--- config.mk ---
export PLATFORM = sky130hd
export DESIGN_NAME = pwm_quad_group
export DESIGN_NICKNAME = d
export VERILOG_FILES = /design/src/rtl/pwm_grp_pkg.sv /design/src/rtl/pwm_grp_regs.sv /design/src/rtl/pwm_grp_counter.sv /design/src/rtl/pwm_grp_pair.sv /design/src/rtl/pwm_quad_group.sv
export SDC_FILE = /design/constraint.sdc
export NUM_CORES = 1
export LEC_CHECK = 0
export BUFFER_PORTS_ARGS = -buffer_cell sky130_fd_sc_hd__buf_2
export CAP_MARGIN = 20
export CORE_MARGIN = 2
export CORE_UTILIZATION = 35
export DETAILED_ROUTE_END_ITERATION = 8
export GPL_ROUTABILITY_DRIVEN = 0
export GPL_TIMING_DRIVEN = 0
export PLACE_DENSITY_LB_ADDON = 0.2
export REMOVE_ABC_BUFFERS = 1
export SLEW_MARGIN = 0
export SYNTH_ARGS = -nofsm -noshare
export SYNTH_HDL_FRONTEND = slang
export SYNTH_SLANG_ARGS = --single-unit
--- constraint.sdc ---
create_clock -name clk -period 5.1 [get_ports clk]
set_input_delay 0.51 -clock clk [delete_from_list [all_inputs] [get_ports clk]]
set_output_delay 0.51 -clock clk [all_outputs]
set_load 0.01 [all_outputs]
--- src/rtl/pwm_grp_pkg.sv ---
package pwm_grp_pkg;
   localparam int NUM_CH   = 4;
   localparam int NUM_PAIR = NUM_CH / 2;
   localparam int ADDR_W   = 3;

   typedef enum logic [ADDR_W-1:0] {
      A_PERIOD = 3'd0,
      A_DUTY0  = 3'd1,
      A_DUTY1  = 3'd2,
      A_DUTY2  = 3'd3,
      A_DUTY3  = 3'd4,
      A_CTRL   = 3'd5
   } reg_addr_e;

   // control register bit positions
   localparam int CTL_EN     = 0;
   localparam int CTL_CENTER = 1;
   localparam int CTL_DBL    = 2;
   localparam int CTL_INDEP0 = 3;
   localparam int CTL_BITS   = CTL_INDEP0 + NUM_PAIR;

   typedef struct packed {
      logic [NUM_PAIR-1:0] indep;
      logic                dbl;
      logic                center;
   } mode_t;
endpackage

--- src/rtl/pwm_grp_regs.sv ---
module pwm_grp_regs
   import pwm_grp_pkg::*;
#(
   parameter int CNT_W = 16
) (
   input  logic                          clk,
   input  logic                          rst_n,
   input  logic                          wr_en,
   input  logic [ADDR_W-1:0]             wr_addr,
   input  logic [CNT_W-1:0]              wr_data,
   input  logic                          load_all,
   input  logic                          load_mid,
   output logic                          en,
   output logic [CNT_W-1:0]              act_period,
   output logic [NUM_CH-1:0][CNT_W-1:0]  act_duty,
   output mode_t                         act_mode
);
   if (CNT_W < CTL_BITS) begin : g_bad_width
      $error("pwm_grp_regs: CNT_W too narrow for control bits");
   end

   logic [CNT_W-1:0]             sh_period;
   logic [NUM_CH-1:0][CNT_W-1:0] sh_duty;
   mode_t                        sh_mode;

   always_ff @(posedge clk or negedge rst_n) begin
      if (!rst_n) begin
         en         <= 1'b0;
         sh_period  <= '0;
         sh_duty    <= '0;
         sh_mode    <= '0;
         act_period <= '0;
         act_duty   <= '0;
         act_mode   <= '0;
      end else begin
         if (wr_en) begin
            if (wr_addr == A_PERIOD) sh_period <= wr_data;
            if (wr_addr == A_CTRL) begin
               en             <= wr_data[CTL_EN];
               sh_mode.center <= wr_data[CTL_CENTER];
               sh_mode.dbl    <= wr_data[CTL_DBL];
               sh_mode.indep  <= wr_data[CTL_BITS-1:CTL_INDEP0];
            end
            for (int c = 0; c < NUM_CH; c++) begin
               if (wr_addr == ADDR_W'(int'(A_DUTY0) + c)) sh_duty[c] <= wr_data;
            end
         end
         if (load_all) begin
            act_period <= sh_period;
            act_mode   <= sh_mode;
         end
         if (load_all || load_mid) act_duty <= sh_duty;
      end
   end
endmodule

--- src/rtl/pwm_grp_counter.sv ---
module pwm_grp_counter #(
   parameter int CNT_W = 16
) (
   input  logic             clk,
   input  logic             rst_n,
   input  logic             en,
   input  logic             center,
   input  logic             dbl,
   input  logic [CNT_W-1:0] act_period,
   output logic [CNT_W-1:0] cnt,
   output logic [CNT_W-1:0] per_eff,
   output logic             run,
   output logic             load_all,
   output logic             load_mid,
   output logic             prd_stb,
   output logic             mid_stb
);
   localparam logic [CNT_W-1:0] MIN_PER = CNT_W'(2);

   logic             down_q;
   logic [CNT_W-1:0] cnt_d;
   logic             down_d;
   logic             wrap;
   logic             mid_evt;

   always_comb begin
      per_eff = (act_period < MIN_PER) ? MIN_PER : act_period;
      cnt_d   = cnt + 1'b1;
      down_d  = down_q;
      wrap    = 1'b0;
      mid_evt = 1'b0;
      if (!center) begin
         if (cnt >= per_eff - 1'b1) begin
            cnt_d = '0;
            wrap  = 1'b1;
         end
      end else if (!down_q) begin
         if (cnt >= per_eff - 1'b1) begin
            cnt_d   = per_eff;
            down_d  = 1'b1;
            mid_evt = 1'b1;
         end
      end else begin
         if (cnt <= CNT_W'(1)) begin
            cnt_d  = '0;
            down_d = 1'b0;
            wrap   = 1'b1;
         end else begin
            cnt_d = cnt - 1'b1;
         end
      end
   end

   assign load_all = en & (~run | wrap);
   assign load_mid = en & run & mid_evt & dbl;
   assign prd_stb  = en & run & ~down_q & (cnt == '0);
   assign mid_stb  = en & run & center & down_q & (cnt == per_eff);

   always_ff @(posedge clk or negedge rst_n) begin
      if (!rst_n) begin
         cnt    <= '0;
         down_q <= 1'b0;
         run    <= 1'b0;
      end else if (!en) begin
         cnt    <= '0;
         down_q <= 1'b0;
         run    <= 1'b0;
      end else if (!run) begin
         cnt    <= '0;
         down_q <= 1'b0;
         run    <= 1'b1;
      end else begin
         cnt    <= cnt_d;
         down_q <= down_d;
      end
   end
endmodule

--- src/rtl/pwm_grp_pair.sv ---
module pwm_grp_pair #(
   parameter int CNT_W = 16
) (
   input  logic             run_en,
   input  logic             indep,
   input  logic [CNT_W-1:0] cnt,
   input  logic [CNT_W-1:0] per_eff,
   input  logic [CNT_W-1:0] duty_a,
   input  logic [CNT_W-1:0] duty_b,
   output logic [1:0]       pwm
);
   logic hi_a;
   logic hi_b;

   assign hi_a   = (duty_a >= per_eff) || (cnt < duty_a);
   assign hi_b   = (duty_b >= per_eff) || (cnt < duty_b);
   assign pwm[0] = run_en & hi_a;
   assign pwm[1] = run_en & (indep ? hi_b : ~hi_a);
endmodule

--- src/rtl/pwm_quad_group.sv ---
module pwm_quad_group
   import pwm_grp_pkg::*;
#(
   parameter int CNT_W = 16
) (
   input  logic              clk,
   input  logic              rst_n,
   input  logic              wr_en,
   input  logic [ADDR_W-1:0] wr_addr,
   input  logic [CNT_W-1:0]  wr_data,
   output logic [NUM_CH-1:0] pwm_o,
   output logic              prd_stb_o,
   output logic              mid_stb_o
);
   if (CNT_W > 32) begin : g_bad_wide
      $error("pwm_quad_group: CNT_W above 32 not supported");
   end

   logic                         en;
   logic                         run;
   logic                         load_all;
   logic                         load_mid;
   logic [CNT_W-1:0]             act_period;
   logic [CNT_W-1:0]             per_eff;
   logic [CNT_W-1:0]             cnt;
   logic [NUM_CH-1:0][CNT_W-1:0] act_duty;
   mode_t                        mode;

   pwm_grp_regs #(.CNT_W(CNT_W)) u_regs (
      .clk        (clk),
      .rst_n      (rst_n),
      .wr_en      (wr_en),
      .wr_addr    (wr_addr),
      .wr_data    (wr_data),
      .load_all   (load_all),
      .load_mid   (load_mid),
      .en         (en),
      .act_period (act_period),
      .act_duty   (act_duty),
      .act_mode   (mode)
   );

   pwm_grp_counter #(.CNT_W(CNT_W)) u_cnt (
      .clk        (clk),
      .rst_n      (rst_n),
      .en         (en),
      .center     (mode.center),
      .dbl        (mode.dbl),
      .act_period (act_period),
      .cnt        (cnt),
      .per_eff    (per_eff),
      .run        (run),
      .load_all   (load_all),
      .load_mid   (load_mid),
      .prd_stb    (prd_stb_o),
      .mid_stb    (mid_stb_o)
   );

   for (genvar p = 0; p < NUM_PAIR; p++) begin : g_pair
      pwm_grp_pair #(.CNT_W(CNT_W)) u_pair (
         .run_en  (run & en),
         .indep   (mode.indep[p]),
         .cnt     (cnt),
         .per_eff (per_eff),
         .duty_a  (act_duty[2*p]),
         .duty_b  (act_duty[2*p+1]),
         .pwm     (pwm_o[2*p+1:2*p])
      );
   end
endmodule

==> results.sh, run 1 <==
export IMPL_rows=66
export IMPL_clk_path_buf_depth=2
export IMPL_critical_path_top_delay_family="simple AND/OR/NAND/NOR gates"
export IMPL_fin_cells=1547
export IMPL_power_mw=6.43
export IMPL_cts_sinks=187
export IMPL_totalWireLength_um=30900
export IMPL_root_buffer="clkbuf_16"
export IMPL_fin_util_pct=39.8
export IMPL_synthAdderAreaFrac_pct=15.6
export IMPL_peakVddDrop_mv=0.282
export IMPL_fin_crit_sh_pct=95.6
export IMPL_dp_slack_ns=-0.421
export IMPL_cpMaxStageDelayCell="o41a_1"
export IMPL_num_vias=8158
export IMPL_critPathCapture="u_regs.act_duty[61]$_DFFE_PN0P_"
export IMPL_multi_input_comb_area_um2=6490
export IMPL_worstSetupStartpointType="register"
export IMPL_diodes=0
export IMPL_worstSkewPairLatency_ns=0.46
export IMPL_nets=1260
export IMPL_required_ns=5.43
export IMPL_area_growth_pct=11.5
export IMPL_worstMarginPinSlew_ns=0.680
export IMPL_track_usage_pct=18.5
export IMPL_tritoncts="yes"
export IMPL_use_met3_pct=3.05
export IMPL_fin_crit_ns=4.88
export IMPL_htree_levels=4
export IMPL_grt_max_degree=119
export IMPL_ys_seq_area_share_pct=40.2
export IMPL_grt_pass1_wl_um=49100
export IMPL_synth_compound_area_share_pct=9.95
export IMPL_syn_area_um2=11600
export IMPL_clkTransAtPathRegs_ns=0.08
export IMPL_yosysWarnings=0
export IMPL_first_pass_iters=4
export IMPL_synth_top_flop_cell="dfrtp_1"
export IMPL_hold_slack_ns=-0.0168
export IMPL_busiest_layer="met2"
export IMPL_netlist_area_leader_share_pct=40.2
export IMPL_cp_startpoint="u_regs.act_period[4]$_DFFE_PN0P_"
export IMPL_r2r_slack_ns=0.22
export IMPL_ys_top_cells_by_count="dfrtp_1, ha_1, mux2_1"
export IMPL_cellLeakagePower_nw=5.98
export IMPL_drive_gt1_share_pct=16.0
export IMPL_synth_most_common_cell="dfrtp_1"
export IMPL_port_buffers=27
export IMPL_register_area_um2=4680
export IMPL_reg2reg_to="u_regs.act_duty[61]$_DFFE_PN0P_"
export IMPL_drt_wirelength_per_cell_um=20.0
export IMPL_hold_buffers=0
export IMPL_synth_mux_area_share_pct=16.3
export IMPL_via_per_inst=5.27
export IMPL_grt_ovfl_total=0
export IMPL_relSlewSlack_pct=53.5
export IMPL_synthTopCellsByArea="dfrtp_1, ha_1, mux2_1, mux2_2, inv_1"
export IMPL_totalNegativeSetupSlack_ns=0
export IMPL_maxCapViolCount=0
export IMPL_grt_pass1_vias=8206
export IMPL_worst_ep_arrival_time_ns=5.20
export IMPL_n_fill_cell=3186
export IMPL_r2r_start="u_regs.act_period[4]$_DFFE_PN0P_"
export IMPL_place_hpwl_um=23000
export IMPL_synth_cell_types=68
export IMPL_cts_buffers=17
export IMPL_ant_nets=0
export IMPL_synth_area_per_cell_um2=10.9
export IMPL_synthXorXnorAreaFrac_pct=3.83
export IMPL_worstSetupPathDepth=17
export IMPL_io_pins=28
export IMPL_die_w_um=186
export IMPL_drc=0
export IMPL_setup_ws_ns=0.222
export IMPL_end_kind="register"
export IMPL_ys_seq_elements=187
export IMPL_use_met1_pct=26.2
export IMPL_critical_path_class="register to register"
export IMPL_status="complete, but fails checks"
export IMPL_crit_chain="or3_1 -> or3_1 -> o41a_1 -> inv_1 -> ha_1 -> nand3_1 -> or4_1 -> xnor2_1 -> ha_1 -> nand2_1 -> o21ai_0 -> a221oi_2 -> o21a_2 -> o21ai_4 -> buf_12 -> buf_12 -> mux2_1"
export IMPL_fmax_mhz=205
export IMPL_p_per_area_nw_per_um2=494
export IMPL_setup_violations=0
export IMPL_yosys_area_top_type="dfrtp_1"
export IMPL_synthSimpleGateAreaFrac_pct=9.38
export IMPL_coreArea_um2=32600
export IMPL_syn_inst=1068
export IMPL_report_final_slew_viol_count=0
export IMPL_hp_class="input pin to asynchronous set/reset pin"
export IMPL_fin_skew_ns=0.0176
export IMPL_dieArea_um2=34800
export IMPL_synth_edf_count=0
export IMPL_start_util_pct=35.7
export IMPL_antenna_found_initial=0
export IMPL_synthArstFlopShare_pct=100
export IMPL_r2r_worst_path_cells=17
export IMPL_first_iter_violations=537
export IMPL_critPathMaxStageDelay_ns=0.48
export IMPL_grt_util_met2_pct=28.8
export IMPL_hold_viol=5
export IMPL_dp_cells=1509
export IMPL_rsz0062_at_grt="false"
export IMPL_synth_top_family_by_area="multiplexers"
export IMPL_die_h_um=186
export IMPL_crit_fanout=24
export IMPL_path_buf_inv=3
export IMPL_violations="hold timing"
metrics by stage:
| step | hold slack, ns | instance area, um^2 |
|---|---|---|
| after CTS | 0.00200 | 13000 |
| after floorplan | 0.214 | 11400 |
| final | -0.0168 | 13000 |
| after detailed placement | 0.454 | 12300 |
| after global placement | 0.453 | 12100 |
| after global routing | 0.0180 | 13000 |
cell usage in the layout (no fill, tap or decap), drive strengths merged, types with 14 or more instances in the layout:
cell / synthesis / layout
xnor2: 26 / 26
nor2: 40 / 40
a21oi: 50 / 50
o21ai: 38 / 38
nand3: 26 / 26
buf: 16 / 46
nand4: 14 / 14
xor2: 25 / 25
inv: 89 / 92
nor3: 22 / 22
mux2: 169 / 169
ha: 145 / 145
clkbuf: 25 / 20
nand2: 55 / 55
dfrtp: 187 / 187
a211oi: 16 / 16
sequential cells by signal, summed over array words and instances, names as in the netlist:
| signal | flops |
|---|---|
| u_regs.act_duty | 64 |
| u_regs.sh_duty | 64 |
| u_cnt.cnt | 16 |
| u_regs.act_period | 16 |
| u_regs.sh_period | 16 |
| u_regs.act_mode | 4 |
| u_regs.sh_mode | 4 |
| u_cnt.down_q | 1 |
| u_cnt.run | 1 |
| u_regs.en | 1 |
power by group:
group | switching (mW) | internal [mW] | total [mW]
sequential | 0.580 | 1.97 | 2.55
combinational | 1.42 | 1.20 | 2.62
clock | 0.595 | 0.665 | 1.26
routing by layer:
metal	vias to the layer above	routed length [um]
met5	-	0
li1	3916	-
met3	22	924
met4	0	563
met2	111	13900
met1	4109	15500
worst min-delay path by stage:
stage | to | cells past startpoint
3_5_place_dp | u_cnt.run$_DFF_PN0_ | 0
5_1_grt | u_cnt.cnt[5]$_DFF_PN0_ | 1
4_1_cts | u_cnt.cnt[3]$_DFF_PN0_ | 1
3_3_place_gp | u_cnt.run$_DFF_PN0_ | 0
6_report | u_cnt.cnt[3]$_DFF_PN0_ | 1
2_1_floorplan | u_cnt.cnt[0]$_DFF_PN0_ | 0
worst reg2reg max path, cell delays in order, from the launching register on:
cell and delay [ns]:
dfrtp_2 0.47, or3_1 0.43, or3_1 0.39, o41a_1 0.48, inv_1 0.10, ha_1 0.26, nand3_1 0.19, or4_1 0.47
xnor2_1 0.15, ha_1 0.28, nand2_1 0.08, o21ai_0 0.12, a221oi_2 0.32, o21a_2 0.28, o21ai_4 0.07, buf_12 0.16
buf_12 0.16, mux2_1 0.35
logic make-up (layout without fill, tap and decap cells):
group / Yosys count / in the layout
compound gates: 174 / 175
xor+xnor: 51 / 51
mux: 169 / 169
flops: 187 / 187
fa+ha+maj: 145 / 145
buf+inv: 130 / 166
simple gates: 212 / 212
area by class of cell:
| cell class | count | share of cell area, % |
|---|---|---|
| Clock buffer | 20 | 3.59 |
| Clock inverter | 11 | 0.684 |
| Inverter | 89 | 2.57 |
| Multi-Input combinational cell | 752 | 49.9 |
| Sequential cell | 187 | 36.0 |
| Tap cell | 442 | 4.26 |
| Timing Repair Buffer | 46 | 2.95 |
what timing repair did:
| item | CTS | global route |
|---|---|---|
| cloned | 1 | 0 |
| pin swaps | 2 | 2 |
| buffers inserted | 4 | 2 |
| resized for setup | 6 | 3 |
| setup endpoints to repair | 90 | 91 |
Note: power is estimated with default switching activity, not from simulation.
==> run 2, diff against run 1 <==
HOLD_SLACK_MARGIN = 0.08   (was not set)
PLACE_DENSITY_LB_ADDON = 0.1   (was 0.2)
SLEW_MARGIN = not set   (was 0)
==> results.sh, run 2 (synthesized netlist as in run 1, its figures left out) <==
export IMPL_dieArea_um2=34800
export IMPL_fin_crit_sh_pct=95.0
export IMPL_root_buffer="clkbuf_16"
export IMPL_register_area_um2=4680
export IMPL_rsz0062_at_grt="false"
export IMPL_maxCapViolCount=0
export IMPL_rows=66
export IMPL_nets=1263
export IMPL_cellLeakagePower_nw=6.01
export IMPL_place_hpwl_um=24100
export IMPL_power_switching_mw=2.70
export IMPL_top_regs="u_regs.act_duty (64), u_regs.sh_duty (64)"
export IMPL_clk_path_buf_depth=2
export IMPL_num_vias=8210
export IMPL_worstSetupStartpointType="register"
export IMPL_first_iter_violations=518
export IMPL_n_fill_cell=3201
export IMPL_track_usage_pct=19.5
export IMPL_cts_sinks=187
export IMPL_tritoncts="yes"
export IMPL_multi_input_comb_area_um2=6500
export IMPL_grt_ovfl_total=0
export IMPL_critical_path_top_delay_family="simple AND/OR/NAND/NOR gates"
export IMPL_fmax_mhz=206
export IMPL_grt_max_degree=116
export IMPL_die_h_um=186
export IMPL_drt_wirelength_per_cell_um=20.9
export IMPL_drive_gt1_share_pct=16.2
export IMPL_worstSkewPairLatency_ns=0.46
export IMPL_cts_buffers=17
export IMPL_report_final_slew_viol_count=0
export IMPL_clkTransAtPathRegs_ns=0.08
export IMPL_start_util_pct=35.7
export IMPL_path_buf_inv=3
export IMPL_diodes=0
export IMPL_cpMaxStageDelayCell="dfrtp_2"
export IMPL_io_pins=28
export IMPL_status="complete, no violations"
export IMPL_setup_ws_ns=0.255
export IMPL_fin_skew_ns=0.0150
export IMPL_first_pass_iters=5
export IMPL_hold_slack_ns=0.342
export IMPL_crit_fanout=22
export IMPL_busiest_layer="met2"
export IMPL_end_kind="register"
export IMPL_via_per_inst=5.29
export IMPL_ant_nets=0
export IMPL_setup_violations=0
export IMPL_cpMostUsedCell="or3_1"
export IMPL_coreArea_um2=32600
export IMPL_port_buffers=27
export IMPL_grt_pass1_vias=8388
export IMPL_critical_path_class="register to register"
export IMPL_totalNegativeSetupSlack_ns=0
export IMPL_cp_startpoint="u_regs.act_period[4]$_DFFE_PN0P_"
export IMPL_r2r_start="u_regs.act_period[4]$_DFFE_PN0P_"
export IMPL_worstMarginPinSlew_ns=0.717
export IMPL_cell_internal_pwr_mw=3.83
export IMPL_fin_area_um2=13100
export IMPL_totalWireLength_um=32400
export IMPL_htree_levels=4
export IMPL_area_growth_pct=12.1
export IMPL_switching_share_pct=41.4
export IMPL_grt_pass1_wl_um=51400
export IMPL_power_frac_clock_pct=20.5
export IMPL_drc=0
export IMPL_fin_crit_ns=4.85
export IMPL_crit_chain="or3_1 -> or3_1 -> o41a_1 -> inv_1 -> ha_2 -> nand3_1 -> or4_1 -> xnor2_1 -> ha_1 -> nand2_1 -> o21ai_0 -> a221oi_2 -> o21a_2 -> o21ai_4 -> buf_12 -> buf_16 -> mux2_1"
export IMPL_use_met3_pct=3.18
export IMPL_layout_common_cells="dfrtp_1, ha_1, mux2_1"
export IMPL_required_ns=5.43
export IMPL_hp_class="input pin to register"
export IMPL_relSlewSlack_pct=51.9
export IMPL_critPathMaxStageDelay_ns=0.47
export IMPL_use_met1_pct=27.5
export IMPL_hold_start="wr_data[7]"
export IMPL_placed_area_um2=12400
export IMPL_peakVddDrop_mv=0.246
export IMPL_power_mw=6.54
export IMPL_dp_slack_ns=-0.590
export IMPL_seq_power_share_pct=39.0
export IMPL_final_common_cell="dfrtp_1"
export IMPL_hold_viol=0
export IMPL_die_w_um=186
export IMPL_worst_ep_arrival_time_ns=5.18
export IMPL_grt_util_met2_pct=31.5
export IMPL_antenna_found_initial=0
export IMPL_p_per_area_nw_per_um2=500
export IMPL_p_comb_share_pct=40.5
run 2: changes by cell type in the layout (fill, tap and decap cells not counted), moves of 2 or more:
cell      previous run  this run
clkinv_8             0         2
inv_8                0         4
clkinv_4             4         2
clkbuf_8             3         0
run 2: path summary, 6_finish.rpt:
check                                                   endpoint  slack, ns  cells after the start
min in group asynchronous                 u_cnt.cnt[3]$_DFF_PN0_       0.59                      2
worst max register to register   u_regs.act_duty[47]$_DFFE_PN0P_       0.25                     17
worst min register to register  u_regs.act_period[5]$_DFFE_PN0P_       0.48                      1
worst max-delay path             u_regs.act_duty[47]$_DFFE_PN0P_       0.25                     17
worst min-delay path               u_regs.sh_duty[7]$_DFFE_PN0P_       0.34                      2
max in group asynchronous        u_regs.act_duty[45]$_DFFE_PN0P_       3.49                      3
run 2: power by group through the flow:
stage          logic, mW  registers [mW]  clock network (mW)
5_1_grt             3.05            2.63                1.44
2_1_floorplan       1.92            2.28                   0
6_report            2.65            2.55                1.34
3_5_place_dp        2.61            2.59                   0
3_3_place_gp        2.53            2.58                   0
4_1_cts             2.65            2.56                1.37
run 2: worst register-to-register path: stages, from the launching register on:
cell	delay, ns
dfrtp_2	0.47
or3_1	0.43
or3_1	0.39
o41a_1	0.37
inv_1	0.09
ha_2	0.24
nand3_1	0.17
or4_1	0.46
xnor2_1	0.15
ha_1	0.28
nand2_1	0.08
o21ai_0	0.12
a221oi_2	0.38
o21a_2	0.26
o21ai_4	0.09
buf_12	0.22
buf_16	0.18
mux2_1	0.33
run 2: routing by layer:
| metal | routed length (um) | part of all wire (%) | vias up |
|---|---|---|---|
| met5 | 0 | 0 | - |
| met4 | 320 | 0.99 | 0 |
| met3 | 847 | 2.6 | 20 |
| met2 | 15000 | 46 | 103 |
| met1 | 16300 | 50 | 4151 |
| li1 | - | - | 3936 |
run 2: what timing repair did:
action / 4_1_cts / 5_1_grt
setup endpoints to repair: 89 / 88
endpoints found under the hold margin: 72 / 0
hold buffers: 1 / 0
buffers inserted: 2 / 5
gates resized for setup: 5 / 6
cloned: 1 / 0
pin swaps: 1 / 4
run 2: cell type report:
type | count | area share, %
Multi-Input combinational cell | 752 | 49.7
Sequential cell | 187 | 35.8
Tap cell | 442 | 4.23
Clock buffer | 18 | 3.29
Timing Repair Buffer | 49 | 3.21
Inverter | 89 | 2.56
Clock inverter | 14 | 1.14
run 2: through the flow:
stage               util [%]  cells
global placement        37.1   1496
finish                  40.0   1551
CTS                     39.9   1546
floorplan                  -   1027
global route            40.0   1551
detailed placement      37.9   1510
==> run 3, diff against run 2 <==
CORE_ASPECT_RATIO = 0.9   (was not set)
==> results.sh, run 3 (synthesized netlist as in run 1, its figures left out) <==
export IMPL_status="complete, no violations"
export IMPL_rsz0062_at_grt="false"
export IMPL_clk_path_buf_depth=2
export IMPL_cellLeakagePower_nw=6.03
export IMPL_clkTransAtPathRegs_ns=0.08
export IMPL_top_regs="u_regs.act_duty (64), u_regs.sh_duty (64)"
export IMPL_fin_crit_sh_pct=96.3
export IMPL_grt_pass1_vias=7983
export IMPL_setup_ws_ns=0.190
export IMPL_hold_viol=0
export IMPL_setup_violations=0
export IMPL_drc=0
export IMPL_dp_slack_ns=-0.739
export IMPL_start_util_pct=35.4
export IMPL_grt_ovfl_total=0
export IMPL_die_h_um=177
export IMPL_cts_sinks=187
export IMPL_diodes=0
export IMPL_num_vias=8226
export IMPL_die_w_um=196
export IMPL_min_to="u_regs.sh_duty[19]$_DFFE_PN0P_"
export IMPL_ant_nets=0
export IMPL_layout_common_cells="dfrtp_1, ha_1, mux2_1"
export IMPL_placed_area_um2=12300
export IMPL_r2r_start="u_regs.act_period[3]$_DFFE_PN0P_"
export IMPL_worstSetupStartpointType="register"
export IMPL_fin_skew_ns=0.0146
export IMPL_fin_area_um2=13100
export IMPL_nets=1262
export IMPL_end_kind="register"
export IMPL_required_ns=5.44
export IMPL_port_buffers=27
export IMPL_fmax_mhz=204
export IMPL_min_path_cells=2
export IMPL_first_pass_iters=5
export IMPL_r2r_worst_path_cells=18
export IMPL_worstSkewPairLatency_ns=0.47
export IMPL_dp_cells=1490
export IMPL_coreArea_um2=32900
export IMPL_crit_fanout=18
export IMPL_final_common_cell="dfrtp_1"
export IMPL_drive_gt1_share_pct=16.3
export IMPL_first_iter_violations=517
export IMPL_hp_class="input pin to register"
export IMPL_dieArea_um2=34800
export IMPL_htree_levels=4
export IMPL_via_per_inst=5.38
export IMPL_peakVddDrop_mv=0.271
export IMPL_totalWireLength_um=32500
export IMPL_grt_max_degree=114
export IMPL_grt_pass1_wl_um=50100
export IMPL_worstMarginPinSlew_ns=0.780
export IMPL_track_usage_pct=19.6
export IMPL_r2r_slack_ns=0.19
export IMPL_fin_crit_ns=4.91
export IMPL_power_mw=6.58
export IMPL_tritoncts="yes"
export IMPL_place_hpwl_um=24200
export IMPL_rows=63
export IMPL_worst_ep_arrival_time_ns=5.25
export IMPL_relSlewSlack_pct=47.7
export IMPL_p_per_area_nw_per_um2=503
export IMPL_cts_buffers=17
export IMPL_critical_path_class="register to register"
export IMPL_report_final_slew_viol_count=0
export IMPL_maxCapViolCount=0
export IMPL_hold_slack_ns=0.338
export IMPL_area_growth_pct=12.3
export IMPL_root_buffer="clkbuf_16"
export IMPL_hold_start="wr_data[3]"
export IMPL_reg2reg_to="u_regs.act_duty[14]$_DFFE_PN0P_"
export IMPL_drt_wirelength_per_cell_um=21.2
export IMPL_fin_cells=1530
export IMPL_antenna_found_initial=0
export IMPL_io_pins=28
## run 3: cell types whose count changed in the layout (fill, tap and decap cells not counted), sizes merged
cell      previous run  this run
bufinv               0         1
inv                 96        95
buf                 48        47
clkinv               5         6
clkinvlp             2         1
## run 3: timing repair
item	in CTS	in global routing
resized for setup	7	5
buffers inserted	5	1
hold buffers	1	0
endpoints found under the setup margin	93	79
endpoints found under the hold margin	74	0
pin swaps	2	0
gates cloned	1	0
## run 3: power by group
| part | switching [mW] | internal [mW] | total (mW) |
|---|---|---|---|
| sequential | 0.586 | 1.97 | 2.55 |
| clock | 0.679 | 0.716 | 1.39 |
| combinational | 1.43 | 1.21 | 2.63 |
## run 3: worst max path at each step
stage,cells past startpoint,start,endpoint
3_3_place_gp,15,u_regs.act_period[9]$_DFFE_PN0P_,u_regs.act_duty[30]$_DFFE_PN0P_
2_1_floorplan,15,u_regs.act_period[2]$_DFFE_PN0P_,u_regs.act_duty[0]$_DFFE_PN0P_
4_1_cts,17,u_regs.act_period[4]$_DFFE_PN0P_,u_regs.act_duty[14]$_DFFE_PN0P_
6_report,18,u_regs.act_period[3]$_DFFE_PN0P_,u_regs.act_duty[14]$_DFFE_PN0P_
5_1_grt,12,u_regs.act_period[3]$_DFFE_PN0P_,pwm_o[1]
3_5_place_dp,16,u_regs.act_period[9]$_DFFE_PN0P_,u_regs.act_period[5]$_DFFE_PN0P_
## run 3: through the flow
stage	util, %	TNS (ns)
after detailed placement	37.6	-44.47
after floorplan	-	-39.36
after global placement	36.8	-197.42
after CTS	39.7	0
after global routing	39.8	0
final	39.8	0
## run 3: worst max-delay path, stage by stage (launching register included)
cell and delay, ns:
dfrtp_1 0.53, or3_1 0.42, or3_1 0.39, o41a_1 0.48
inv_1 0.09, ha_2 0.24, nand3_2 0.13, or4_1 0.44
xnor2_1 0.15, ha_1 0.27, nand2_1 0.06, o21ai_0 0.24
a221oi_2 0.09, buf_4 0.16, o21a_2 0.16, o21ai_4 0.20
buf_16 0.19, buf_16 0.18, mux2_1 0.34
## run 3: final cells by class
| cell class | instances | area, um^2 |
|---|---|---|
| fill | 3182 | 19800 |
| multi-input combinational | 752 | 6510 |
| sequential | 187 | 4680 |
| tap | 422 | 528 |
| clock buffer | 18 | 439 |
| timing repair buffer | 48 | 415 |
| inverter | 89 | 334 |
| clock inverter | 14 | 176 |
## run 3: per-layer routing
layer	up-vias	global-route usage, %	part of all wire [%]
met4	0	5.05	1.1
met5	-	0	0
li1	3935	-	-
met3	24	3.20	3.7
met1	4107	29.7	52
met2	160	28.8	43
